File: src/rtl/stk_pkg.sv
// Package: shared opcode codes, T-source selector and control word for the
// stack datapath. Assumes a 5-bit opcode; codes outside 1..13 act as no-ops.
package stk_pkg;

    localparam int OPW = 5;

    // Opcode values (the decoder and the bench both depend on them)
    localparam logic [OPW-1:0] OP_NOP   = 5'd0;
    localparam logic [OPW-1:0] OP_INV   = 5'd1;
    localparam logic [OPW-1:0] OP_SHL   = 5'd2;
    localparam logic [OPW-1:0] OP_SHR   = 5'd3;
    localparam logic [OPW-1:0] OP_AND   = 5'd4;
    localparam logic [OPW-1:0] OP_XOR   = 5'd5;
    localparam logic [OPW-1:0] OP_ADD   = 5'd6;
    localparam logic [OPW-1:0] OP_ADDST = 5'd7;
    localparam logic [OPW-1:0] OP_RDA   = 5'd8;
    localparam logic [OPW-1:0] OP_RDR   = 5'd9;
    localparam logic [OPW-1:0] OP_FET   = 5'd10;
    localparam logic [OPW-1:0] OP_FETI  = 5'd11;
    localparam logic [OPW-1:0] OP_FETR  = 5'd12;
    localparam logic [OPW-1:0] OP_LIT   = 5'd13;

    // Source picked for the next top value
    typedef enum logic [3:0] {
        SRC_HOLD,
        SRC_INV,
        SRC_SHL,
        SRC_SHR,
        SRC_AND,
        SRC_XOR,
        SRC_SUM,
        SRC_AREG,
        SRC_RTOP,
        SRC_MEM
    } tsrc_e;

    // Decoded control word for one instruction
    typedef struct packed {
        tsrc_e src;
        logic  nip;
        logic  push;
        logic  rpop;
    } ctl_t;

endpackage

File: src/rtl/stk_alu.sv
// Module: stk_alu
// Continuously computes all six ALU results from the top (t) and second (s)
// values. The AND and XOR terms are the generate/propagate terms of a
// ripple-carry adder, so a single network gives all three two-operand results.
// Assumes DW >= 2. Purely combinational.
module stk_alu #(
    parameter int DW = 20
) (
    input  logic [DW-1:0] t,
    input  logic [DW-1:0] s,
    output logic [DW-1:0] r_inv,
    output logic [DW-1:0] r_shl,
    output logic [DW-1:0] r_shr,
    output logic [DW-1:0] r_and,
    output logic [DW-1:0] r_xor,
    output logic [DW-1:0] r_sum
);

    logic [DW-1:0] gen;
    logic [DW-1:0] prop;
    logic [DW-1:0] carry;

    // Single-operand results: inverse and the two one-place shifts
    always_comb begin
        r_inv = ~t;
        r_shl = {t[DW-2:0], 1'b0};
        r_shr = {t[DW-1], t[DW-1:1]};
    end

    // Per-bit slice: generate, propagate, sum, ripple carry into next slice
    assign carry[0] = 1'b0;
    for (genvar i = 0; i < DW; i++) begin : g_slice
        assign gen[i]   = t[i] & s[i];
        assign prop[i]  = t[i] ^ s[i];
        assign r_sum[i] = prop[i] ^ carry[i];
        if (i < DW - 1) begin : g_cy
            assign carry[i+1] = gen[i] | (prop[i] & carry[i]);
        end
    end

    // The logical results are taken straight from the adder terms
    assign r_and = gen;
    assign r_xor = prop;

    // Ripple chain compared with a behavioural modular add
    always_comb begin
        AST_SUM_WRAPS: assert (r_sum == DW'(t + s));
    end

endmodule

File: src/rtl/stk_decode.sv
// Module: stk_decode
// Turns an opcode into the top-register source and the three stack-control
// bits. The add-step opcode looks at bit 0 of the current top value.
// Assumes undefined opcodes are no-ops. Purely combinational.
module stk_decode
    import stk_pkg::*;
(
    input  logic [OPW-1:0] opcode,
    input  logic           t_lsb,
    output ctl_t           ctl
);

    // Opcode-to-control lookup
    always_comb begin
        ctl = '{src: SRC_HOLD, nip: 1'b0, push: 1'b0, rpop: 1'b0};
        case (opcode)
            OP_INV:   ctl.src = SRC_INV;
            OP_SHL:   ctl.src = SRC_SHL;
            OP_SHR:   ctl.src = SRC_SHR;
            OP_AND:   begin ctl.src = SRC_AND;  ctl.nip  = 1'b1; end
            OP_XOR:   begin ctl.src = SRC_XOR;  ctl.nip  = 1'b1; end
            OP_ADD:   begin ctl.src = SRC_SUM;  ctl.nip  = 1'b1; end
            OP_ADDST: ctl.src = t_lsb ? SRC_SUM : SRC_HOLD;
            OP_RDA:   begin ctl.src = SRC_AREG; ctl.push = 1'b1; end
            OP_RDR:   begin
                ctl.src  = SRC_RTOP;
                ctl.push = 1'b1;
                ctl.rpop = 1'b1;
            end
            OP_FET, OP_FETI, OP_FETR, OP_LIT: begin
                ctl.src  = SRC_MEM;
                ctl.push = 1'b1;
            end
            default:  ctl.src = SRC_HOLD;
        endcase
    end

    // Decoder never asks for both stack directions
    always_comb begin
        AST_DEC_ONE_DIR: assert (!(ctl.nip && ctl.push));
    end

endmodule

File: src/rtl/stk_tmux.sv
// Module: stk_tmux
// Nine-way input selector for the top register, plus a hold path that
// returns the current top value. Assumes sel is a legal tsrc_e value.
module stk_tmux
    import stk_pkg::*;
#(
    parameter int DW = 20
) (
    input  tsrc_e         sel,
    input  logic [DW-1:0] t_cur,
    input  logic [DW-1:0] r_inv,
    input  logic [DW-1:0] r_shl,
    input  logic [DW-1:0] r_shr,
    input  logic [DW-1:0] r_and,
    input  logic [DW-1:0] r_xor,
    input  logic [DW-1:0] r_sum,
    input  logic [DW-1:0] a_val,
    input  logic [DW-1:0] r_val,
    input  logic [DW-1:0] m_val,
    output logic [DW-1:0] t_nxt
);

    // Source selection
    always_comb begin
        case (sel)
            SRC_INV:  t_nxt = r_inv;
            SRC_SHL:  t_nxt = r_shl;
            SRC_SHR:  t_nxt = r_shr;
            SRC_AND:  t_nxt = r_and;
            SRC_XOR:  t_nxt = r_xor;
            SRC_SUM:  t_nxt = r_sum;
            SRC_AREG: t_nxt = a_val;
            SRC_RTOP: t_nxt = r_val;
            SRC_MEM:  t_nxt = m_val;
            default:  t_nxt = t_cur;
        endcase
    end

endmodule

File: src/rtl/stk_core.sv
// Module: stk_core
// Top of the stack datapath. It holds the top and second registers and wires
// them to the ALU, the decoder and the top-register selector. It updates the
// registers and the registered stack-control flags on every edge where
// exec_en is high. Assumes the caller presents ds_next as the item under the
// second register. The flags describe the last executed instruction.
module stk_core
    import stk_pkg::*;
#(
    parameter int DW = 20
) (
    input  logic           clk,
    input  logic           rst_n,
    input  logic           exec_en,
    input  logic [OPW-1:0] opcode,
    input  logic [DW-1:0]  a_in,
    input  logic [DW-1:0]  r_in,
    input  logic [DW-1:0]  mem_in,
    input  logic [DW-1:0]  ds_next,
    output logic [DW-1:0]  t_out,
    output logic [DW-1:0]  s_out,
    output logic           nip_out,
    output logic           push_out,
    output logic           rpop_out
);

    logic [DW-1:0] t_q, s_q;
    logic          nip_q, push_q, rpop_q;
    logic [DW-1:0] r_inv, r_shl, r_shr, r_and, r_xor, r_sum;
    logic [DW-1:0] t_nxt;
    ctl_t          ctl;

    stk_alu #(.DW(DW)) u_alu (
        .t     (t_q),
        .s     (s_q),
        .r_inv (r_inv),
        .r_shl (r_shl),
        .r_shr (r_shr),
        .r_and (r_and),
        .r_xor (r_xor),
        .r_sum (r_sum)
    );

    stk_decode u_dec (
        .opcode (opcode),
        .t_lsb  (t_q[0]),
        .ctl    (ctl)
    );

    stk_tmux #(.DW(DW)) u_mux (
        .sel   (ctl.src),
        .t_cur (t_q),
        .r_inv (r_inv),
        .r_shl (r_shl),
        .r_shr (r_shr),
        .r_and (r_and),
        .r_xor (r_xor),
        .r_sum (r_sum),
        .a_val (a_in),
        .r_val (r_in),
        .m_val (mem_in),
        .t_nxt (t_nxt)
    );

    // Top and second registers: load on execute, second follows push/nip
    always_ff @(posedge clk) begin
        if (!rst_n) begin
            t_q <= '0;
            s_q <= '0;
        end else if (exec_en) begin
            t_q <= t_nxt;
            if (ctl.push) begin
                s_q <= t_q;
            end else if (ctl.nip) begin
                s_q <= ds_next;
            end
        end
    end

    // Stack-control flags of the last executed instruction
    always_ff @(posedge clk) begin
        if (!rst_n) begin
            nip_q  <= 1'b0;
            push_q <= 1'b0;
            rpop_q <= 1'b0;
        end else if (exec_en) begin
            nip_q  <= ctl.nip;
            push_q <= ctl.push;
            rpop_q <= ctl.rpop;
        end
    end

    assign t_out    = t_q;
    assign s_out    = s_q;
    assign nip_out  = nip_q;
    assign push_out = push_q;
    assign rpop_out = rpop_q;

    // Assertions guarding the register stage
    AST_IDLE_HOLDS: assert property (@(posedge clk) disable iff (!rst_n)
        ($past(rst_n) && !$past(exec_en)) |->
            ($stable(t_q) && $stable(s_q) && $stable({nip_q, push_q, rpop_q})));

    AST_FLAG_EXCL: assert property (@(posedge clk) disable iff (!rst_n)
        !(nip_q && push_q) && (!rpop_q || push_q));

    AST_PUSH_SHIFTS: assert property (@(posedge clk) disable iff (!rst_n)
        ($past(rst_n) && $past(exec_en) && push_q) |-> (s_q == $past(t_q)));

    AST_NIP_REFILLS: assert property (@(posedge clk) disable iff (!rst_n)
        ($past(rst_n) && $past(exec_en) && nip_q) |-> (s_q == $past(ds_next)));

    AST_STEP_EVEN_KEEPS: assert property (@(posedge clk) disable iff (!rst_n)
        ($past(rst_n) && $past(exec_en) && $past(opcode) == OP_ADDST && !$past(t_q[0]))
            |-> (t_q == $past(t_q) && !nip_q && !push_q));

    AST_NOP_KEEPS: assert property (@(posedge clk) disable iff (!rst_n)
        ($past(rst_n) && $past(exec_en) && ($past(opcode) == OP_NOP || $past(opcode) > OP_LIT))
            |-> ($stable(t_q) && $stable(s_q) && !nip_q && !push_q && !rpop_q));

endmodule

File: config.mk
export PLATFORM = sky130hd
export DESIGN_NAME = stk_core
export DESIGN_NICKNAME = d
export VERILOG_FILES = /design/src/rtl/stk_pkg.sv /design/src/rtl/stk_alu.sv /design/src/rtl/stk_decode.sv /design/src/rtl/stk_tmux.sv /design/src/rtl/stk_core.sv
export SDC_FILE = /design/constraint.sdc
export NUM_CORES = 1
export LEC_CHECK = 0
export ABC_AREA = 1
export BUFFER_PORTS_ARGS = -buffer_cell sky130_fd_sc_hd__buf_2
export CORE_MARGIN = 5
export CORE_UTILIZATION = 49
export DETAILED_ROUTE_END_ITERATION = 16
export GPL_TIMING_DRIVEN = 1
export PLACE_DENSITY = 0.75
export SLEW_MARGIN = 20
export SYNTH_ARGS = -nofsm -noshare
export SYNTH_HDL_FRONTEND = slang
export SYNTH_HIERARCHICAL = 1
export SYNTH_SLANG_ARGS = --single-unit
File: constraint.sdc
create_clock -name clk -period 8.3 [get_ports clk]
set_input_delay 0.83 -clock clk [delete_from_list [all_inputs] [get_ports clk]]
set_output_delay 0.83 -clock clk [all_outputs]
set_load 0.03 [all_outputs]
---- Yosys cells after proc, flatten, opt, wreduce, memory -nomap -nowiden ----
Cells that the tools add are included.
W data, S select, Z words.
storage, ports and cells
  flip-flop bits (word level) ............. 43
  input bits .............................. 88
  output and inout port bits .............. 43
  word-level logic and storage cells ...... 142
operators by class
  equal/unequal tests ..................... 22
  mux-type cells .......................... 8
  bitwise logic cells ..................... 97
  reductions and logical operators ........ 9
operators with widths
  kind                  count
  $pmux W20 S9          1
  $mux W20              2
  $pmux W4 S10          1
  $xor A1 B1 Y1         39
  $and A1 B1 Y1         38
  $eq A5 B4 Y1 const B  6
  $eq A5 B3 Y1 const B  4
  $not A20 Y20          1
  $or A1 B1 Y1          18
  $eq A4 B3 Y1 const B  4
  $eq A5 B2 Y1 const B  2
  $reduce_bool A9 Y1    1
  $eq A4 B2 Y1 const B  2
  $eq A4 B4 Y1 const B  2
  $reduce_bool A8 Y1    1
  $reduce_or A6 Y1      1
  $eq A5 B1 Y1 const B  1
  $eq A4 B1 Y1 const B  1
  $reduce_and A2 Y1     2
  $reduce_or A4 Y1      1
  $mux W1               3
  $mux W3               1
  $reduce_and A3 Y1     1
  $reduce_or A3 Y1      1
  other kinds (2)       2

---- Logic depth before layout (Yosys ltp) ----
Gate-level depths: netlist of the first run.
  word-level depth ........................ 39
  mapped depth ............................ 28
  gate-level depth less buffers ........... 28

---- By module ----
Netlist of the first run, hierarchy kept.
modules (own cells, without submodules)
  module      instances  cells an instance  area each (um^2)  seq. area each (um^2)
  stk_core    1          294                1871.8            860.8
  stk_tmux    1          392                1745.4            0.0
  stk_alu     1          105                1016.0            0.0
  stk_decode  1          45                 219.0             0.0

---- Worst setup path after synthesis of the first run ----
Ideal clock, no wire load.
  path type ............................... reg-to-reg
  start ................................... register t_q[0], in the netlist t_out[0]
  end ..................................... register t_q[19], in the netlist t_out[19]
  setup time .............................. 0.116 ns
  data arrival time ....................... 8.052 ns
  data required time ...................... 8.184 ns
  path slack .............................. 0.132 ns
  cell stages (with the launch flop) ...... 28
  path buffers ............................ 0
  clock period less this slack ............ 8.168 ns
  cell sequence ........................... dfxtp_1 ha_1 fa_1 fa_1 fa_1 fa_1 fa_1 fa_1 fa_1 fa_1 fa_1 fa_1 fa_1 fa_1 fa_1 fa_1 fa_1 fa_1 fa_1 fa_1 nand2_1 nand2_1 nand3_1 nand2_1 nor2_1 nand4_1 nor2_1 nor2_1
on the way
  word-level cells in the longest chain between the ends .. 39
  elaborated cells on any way between the ends .. 53
  those cells by class .................... eq/ne: 9; mux: 3; bitwise: 39; reduce/logical: 2
ends and longest elaborated chain
  element                 RTL line        text
  start, declared         stk_core.sv:27  logic [DW-1:0] t_q, s_q;
  start signal, assigned  stk_core.sv:71  t_q <= t_nxt;
  $and A1 B1 Y1           stk_alu.sv:33   assign gen[i] = t[i] & s[i];
  via r_and[0]            stk_core.sv:29  logic [DW-1:0] r_inv, r_shl, r_shr, r_and, r_xor, r_sum;
  $and A1 B1 Y1           stk_alu.sv:37   assign carry[i+1] = gen[i] | (prop[i] & carry[i]);
  $or A1 B1 Y1            stk_alu.sv:37
  $and A1 B1 Y1           stk_alu.sv:37
  $or A1 B1 Y1            stk_alu.sv:37
  $and A1 B1 Y1           stk_alu.sv:37
  $or A1 B1 Y1            stk_alu.sv:37
  (+26 left out)          -
  $and A1 B1 Y1           stk_alu.sv:37
  $or A1 B1 Y1            stk_alu.sv:37
  $and A1 B1 Y1           stk_alu.sv:37
  $or A1 B1 Y1            stk_alu.sv:37
  $xor A1 B1 Y1           stk_alu.sv:35   assign r_sum[i] = prop[i] ^ carry[i];
  via r_sum[19]           stk_core.sv:29
  $pmux W20 S9            stk_tmux.sv:25  case (sel)
  via t_nxt[19]           stk_core.sv:30  logic [DW-1:0] t_nxt;
The timed path passes the listed nets, and every way through them passes these cells.
A chain may end at the register's enable or synchronous reset.

---- Worst setup path after layout of the first run ----
  start ................................... register s_q[0], in the netlist s_out[0]
  end ..................................... register t_q[19], in the netlist t_out[19]
on the way
  word-level cells in the longest chain between the ends .. 39
ends and longest elaborated chain
  element                 RTL line        text
  start, declared         stk_core.sv:27
  start signal, assigned  stk_core.sv:73  s_q <= t_q;
  start signal, assigned  stk_core.sv:75  s_q <= ds_next;
  $and A1 B1 Y1           stk_alu.sv:33
  via r_and[0]            stk_core.sv:29
  $and A1 B1 Y1           stk_alu.sv:37
  $or A1 B1 Y1            stk_alu.sv:37
  $and A1 B1 Y1           stk_alu.sv:37
  $or A1 B1 Y1            stk_alu.sv:37
  $and A1 B1 Y1           stk_alu.sv:37
  $or A1 B1 Y1            stk_alu.sv:37
  (+26 left out)          -
  $and A1 B1 Y1           stk_alu.sv:37
  $or A1 B1 Y1            stk_alu.sv:37
  $and A1 B1 Y1           stk_alu.sv:37
  $or A1 B1 Y1            stk_alu.sv:37
  $xor A1 B1 Y1           stk_alu.sv:35
  via r_sum[19]           stk_core.sv:29
  $pmux W20 S9            stk_tmux.sv:25
  via t_nxt[19]           stk_core.sv:30
The timed path passes the listed nets, and every way through them passes these cells.

==> impl_metrics.csv, run 1 <==
group,metric,value,unit
run,drv.max_cap_violation_count,0,
cts,htree_levels,2,
grt,grt_overflow,0,
grt,antenna_found_initial,0,
route,wl,15340,µm
yosys,ys_types,23,
floorplan,core,9729,µm²
cts,clk_pin_slew,100,ps
floorplan,ios,131,
placed_design,portBuffers,130,
route,drc,0,
cells_and_area,layout-drive-gt1-share,19.46,%
critical_path,worstSetupPathType,"reg2reg",
cells_and_area,layout_commonest_cell,"nand2_1",
placed_design,place_area,5187,µm²
cells_and_area,nets,1014,
floorplan,start_util,49.87,%
cells_and_area,stdcell_area,5303,µm²
cts,tritoncts,"built",
yosys,synthesis.nets,962,
floorplan,die_h,109.5,µm
grt,grt_usage,24.93,%
critical_path,cp.required,8510,ps
grt,grt_max_degree,61,
cts,root_buffer,"clkbuf_8",
hold_path,hold_class,"reg2reg",
grt,grt_pass1_vias,4584,
timing,min_period,8026,ps
critical_path,cp_max_fo,3,
timing,setup-violations-final,0,
timing,worst_pin_slew,960.2,ps
timing,max_freq,124.6,MHz
yosys,syn_inst,836,
route,wl_per_cell,15.01,µm
cells_and_area,areaGrowthSynthToFinish,9.283,%
yosys,yosys_warnings,6,
floorplan,rows,36,
critical_path,cp.arrival,8240,ps
cts,numCtsBuffers,5,
route,routed_via_density,5.227,
cells_and_area,diodes,0,
timing,drv_slew,0,
placed_design,hpwl,10510,µm
yosys,yosysSeqAreaShare,17.74,%
outcome,outcome,"finished clean",
yosys,yosysTopAreaCell,"nand2_1",
route,first_pass_iters,5,
cells_and_area,mostFrequentLayoutCells,"nand2_1, nand3_1, nor2_1, buf_2, inv_1",
cts,ctsHoldBuffers,0,
critical_path,end_kind,"register",
route,drtIter0Drc,532,
cts,clockBufferDepth,2,
floorplan,die_width,109.5,µm
yosys,yosysTopAreaCellShare,18.80,%
placed_design,place_congestion,0.8758,
route,antenna_left,0,
power,ir_worst_vdd,0.07542,mV
floorplan,fp.dieArea,11990,µm²
yosys,synthesis.area,4852,µm²
timing,clock-skew-final,6.878,ps
yosys,yosys_register_bits,43,
route,routed-via-count,5342,
power,power_leakage,3.013,nW
cells_and_area,fin_util,54.50,%
cts,clk_latency,310,ps
yosys,syn_area_per_cell,5.804,µm²
yosys,synth_area_leaders,"nand2_1, dfxtp_1, nand3_1",
cts,clock_sinks,43,
power,pwr_density_cell,125.9,nW/µm²
critical_path,critPathLaunchType,"register",
timing,finalHoldViolCount,0,
timing,fin_crit_sh,96.70,%
grt,grt_pass1_wl,23760,µm
timing,relSlewSlack,35.99,%
[timing repair]
action                                  CTS  global route
pin swaps                                 0             1
cloned                                    0             0
resized for setup                         2             7
endpoints found under the setup margin    2             2
buffers inserted                          0             0
[flip-flops by register name, summed over array words and instances, names as in the netlist]
register  count
t_out        20
nip_out       1
rpop_out      1
push_out      1
s_out        20
[worst max-delay path, cell delays in order (launching register included)]
cell and delay (ps):
dfxtp_1 340, ha_2 190, fa_2 340, fa_1 400
fa_2 360, fa_2 360, fa_2 400, fa_2 350
fa_2 350, fa_1 390, fa_1 400, fa_2 360
fa_1 390, fa_1 390, fa_1 390, fa_1 390
fa_2 360, fa_1 380, fa_1 380, fa_1 390
nand2_1 80, nand2_1 50, nand3_1 70, nand2_1 60
nor2_1 90, nand4_1 90, nor2_1 110, nor2_1 60
[cell families after synthesis]
family / Yosys count / share of synthesized area [%]
other: 1 / 0.07729
buffers and inverters: 154 / 16.30
and+or+nand+nor: 573 / 50.41
AOI/OAI and AO/OA: 27 / 2.888
adders and majority gates: 38 / 12.58
DFF: 43 / 17.74
[power by group]
group | switching (mW) | leakage (nW) | internal, mW | total, mW
sequential | 0.0358 | 0.354 | 0.223 | 0.259
clock | 0.0882 | 0.0408 | 0.0604 | 0.149
combinational | 0.174 | 2.62 | 0.0858 | 0.260
[stage by stage]
stage / instances / hold slack [ps] / setup TNS [ps] / power, mW / worst slack, ps
global route: 1022 / 501.5 / -10.11 / 0.7095 / -10.11
floorplan: 836 / 581.7 / 0 / 0.4573 / 131.6
detailed placement: 1014 / 453.5 / -119.2 / 0.5192 / -97.61
finish: 1022 / 482.1 / 0 / 0.6676 / 273.6
CTS: 1022 / 473.7 / 0 / 0.6636 / 18.04
global placement: 1014 / 462.0 / 0 / 0.5172 / 19.78
[final timing paths]
path / depth (start not counted) / endpoint / slack (ps) / startpoint
max: 27 / t_out[19]$_SDFFE_PN0P_ / 270 / s_out[0]$_SDFFE_PN0P_
min: 2 / nip_out$_SDFFE_PN0P_ / 480 / nip_out$_SDFFE_PN0P_
max reg2reg: 27 / t_out[19]$_SDFFE_PN0P_ / 270 / s_out[0]$_SDFFE_PN0P_
min reg2reg: 2 / nip_out$_SDFFE_PN0P_ / 480 / nip_out$_SDFFE_PN0P_
[Yosys cell counts]
library cell / count
a21oi_1: 2
and3_1: 1
buf_2: 41
buf_4: 41
buf_6: 1
clkbuf_1: 11
conb_1: 1
dfxtp_1: 43
fa_1: 18
ha_1: 20
inv_1: 54
inv_2: 6
nand2_1: 243
nand2_2: 1
nand3_1: 169
nand3_2: 1
nand4_1: 20
nor2_1: 133
nor2_2: 3
nor2_4: 2
o21a_1: 2
o21ai_0: 22
o21ai_1: 1
[layout make-up]
| cell class | count | area (µm²) |
|---|---|---|
| inverter | 60 | 225.2 |
| clock buffer | 5 | 68.82 |
| fill | 1077 | 4427 |
| tap | 133 | 166.4 |
| timing repair buffer | 139 | 718.2 |
| multi-input combinational | 639 | 3239 |
| clock inverter | 3 | 23.77 |
| sequential | 43 | 860.8 |
[routing by layer]
metal	GRT usage (%)	wire length [µm]
met5	0	0
met4	3.740	106
met3	3.817	1505
met2	37.18	6489
met1	38.37	7240
(Power assumes the default switching activity.)
==> run 2: changes to the inputs <==
CELL_PAD_IN_SITES_DETAIL_PLACEMENT = 1   (was unset)
CELL_PAD_IN_SITES_GLOBAL_PLACEMENT = 2   (was unset)
CORE_UTILIZATION = 24   (was 49)
PLACE_DENSITY = 0.74   (was 0.75)
==> run 2 against run 1 <==
Die area up 93%. Fmax is 0.21% higher. Sequential cell count is the same. Largest cell class unchanged. Critical path depth unchanged. Via count is 0.32% higher. Worst setup slack better by 17 ps. Global-route usage is 8.8 points lower. Clock skew about the same. Register-to-register slack better by 20 ps. Clock power is 62% higher. Largest power group unchanged. Final cell count increased by 14%.
==> impl_metrics.csv, run 2 (same netlist as run 1, synthesis figures left out) <==
group,metric,value,unit
outcome,outcome,"finished clean",
timing,rsz0062_at_grt,"no",
route,wl_per_cell,16.55,µm
timing,min_period,8009,ps
cells_and_area,layout-drive-gt1-share,19.78,%
route,first_pass_iters,4,
critical_path,crit_path_max_incr_delay,400,ps
floorplan,rows,52,
power,pwr_density_cell,138.1,nW/µm²
critical_path,end_kind,"register",
power,switching_power,0.3114,mW
critical_path,worstSetupPathType,"reg2reg",
cts,clockBufferDepth,2,
cts,numCtsBuffers,5,
power,comb_power_share,35.0,%
floorplan,core,20040,µm²
critical_path,cp.required,8490,ps
placed_design,place_area,5400,µm²
route,routed-via-count,5359,
power,design_power_total,0.7725,mW
power,switching_share,40.30,%
cts,clk_pin_slew,70,ps
run,drv.max_cap_violation_count,0,
critical_path,path_delay_family,"adder cells",
placed_design,place_ws,-130.7,ps
cells_and_area,diodes,0,
power,power_frac_seq,33.8,%
grt,grt_pass1_wl,30080,µm
timing,setup_slack,290.6,ps
grt,busiest_layer,"met2",
critical_path,critPathLaunchType,"register",
grt,grt_pass1_vias,5080,
timing,max_freq,124.9,MHz
timing,holdWs,475.5,ps
critical_path,cp.arrival,8200,ps
cells_and_area,layout_commonest_cell,"nand2_1",
cells_and_area,mostFrequentLayoutCells,"nand2_1, nand3_1, nor2_1, buf_2, inv_1",
grt,grt_overflow,0,
cells_and_area,areaGrowthSynthToFinish,15.29,%
timing,tns,0,ps
placed_design,portBuffers,130,
cts,clk_latency,290,ps
cells_and_area,nFillCells,2672,
cts,root_buffer,"clkbuf_16",
route,routed_via_density,4.600,
floorplan,ios,131,
timing,worst_pin_slew,1045,ps
cts,cts_setup_buffers,0,
power,ir_worst_vdd,0.08511,mV
timing,relSlewSlack,30.23,%
cts,ctsHoldBuffers,0,
critical_path,path_buf_inv,0,
hold_path,hold_class,"reg2reg",
cells_and_area,stdcell_area,5594,µm²
grt,antenna_found_initial,0,
critical_path,crit_top_cell,"fa_1",
placed_design,hpwl,14140,µm
grt,grt_use_met3,2.357,%
placed_design,place_congestion,0.7915,
grt,grt_max_degree,43,
timing,clock-skew-final,6.570,ps
route,wl,19280,µm
route,antenna_left,0,
timing,finalHoldViolCount,0,
grt,grt_use_met2,24.60,%
cts,clock_sinks,43,
floorplan,start_util,24.21,%
timing,drv_slew,0,
timing,setup-violations-final,0,
critical_path,cp_max_fo,2,
floorplan,die_h,152.2,µm
cts,tritoncts,"built",
power,p_clk_share,31.2,%
timing,fin_crit_sh,96.50,%
route,drc,0,
cells_and_area,nets,1020,
floorplan,fp.dieArea,23160,µm²
floorplan,die_width,152.2,µm
critical_path,crit_slowest_cell,"fa_1",
power,power_leakage,3.091,nW
cts,htree_levels,2,
route,drtIter0Drc,322,
grt,grt_usage,16.09,%
power,p_int,0.4612,mW
grt,use_met1,24.33,%
-- run 2: cell count changes in the layout (fill, tap and decap cells not counted), sizes merged --
cell	before	now
clkinv	0	1
inv	61	60
clkbuf	5	6
buf	139	145
clkinvlp	2	0
bufinv	0	1
-- run 2: cell type report --
cell class	instances	area [µm²]	share of cell area [%]
tap	270	337.8	6.039
sequential	43	860.8	15.39
clock inverter	2	35.03	0.6263
clock buffer	6	138.9	2.483
timing repair buffer	145	763.2	13.64
inverter	60	225.2	4.026
multi-input combinational	639	3233	57.79
-- run 2: worst paths after layout --
| check | from | endpoint | slack [ps] | cells past startpoint |
|---|---|---|---|---|
| min | push_out$_SDFFE_PN0P_ | push_out$_SDFFE_PN0P_ | 480 | 2 |
| max | t_out[0]$_SDFFE_PN0P_ | t_out[19]$_SDFFE_PN0P_ | 290 | 27 |
| max reg2reg | t_out[0]$_SDFFE_PN0P_ | t_out[19]$_SDFFE_PN0P_ | 290 | 27 |
| min reg2reg | push_out$_SDFFE_PN0P_ | push_out$_SDFFE_PN0P_ | 480 | 2 |
-- run 2: what timing repair did --
item,4_1_cts,5_1_grt
gates cloned,0,0
setup endpoints to repair,2,2
resized for setup,3,5
-- run 2: power groups by stage --
stage	Combinational, mW	Clock [mW]	Sequential, mW
after detailed placement	0.274	0	0.266
after global routing	0.303	0.257	0.266
after CTS	0.275	0.249	0.262
final	0.271	0.241	0.261
after floorplan	0.169	0	0.288
after global placement	0.272	0	0.266
-- run 2: worst min-delay path, cell delays in order (launching register included) --
cell,delay [ps]
dfxtp_1,320
nand2_1,60
a21oi_1,50
-- run 2: stage by stage --
step,utilization (%),instances
after global placement,26.95,1157
final,27.92,1165
after detailed placement,26.95,1157
after floorplan,-,836
after CTS,27.85,1165
after global routing,27.92,1165
-- run 2: routing by layer --
| layer | vias up | wire length [µm] |
|---|---|---|
| li1 | 2734 | - |
| met1 | 2522 | 9952 |
| met2 | 97 | 8326 |
| met3 | 6 | 872 |
| met4 | 0 | 131 |
| met5 | - | 0 |
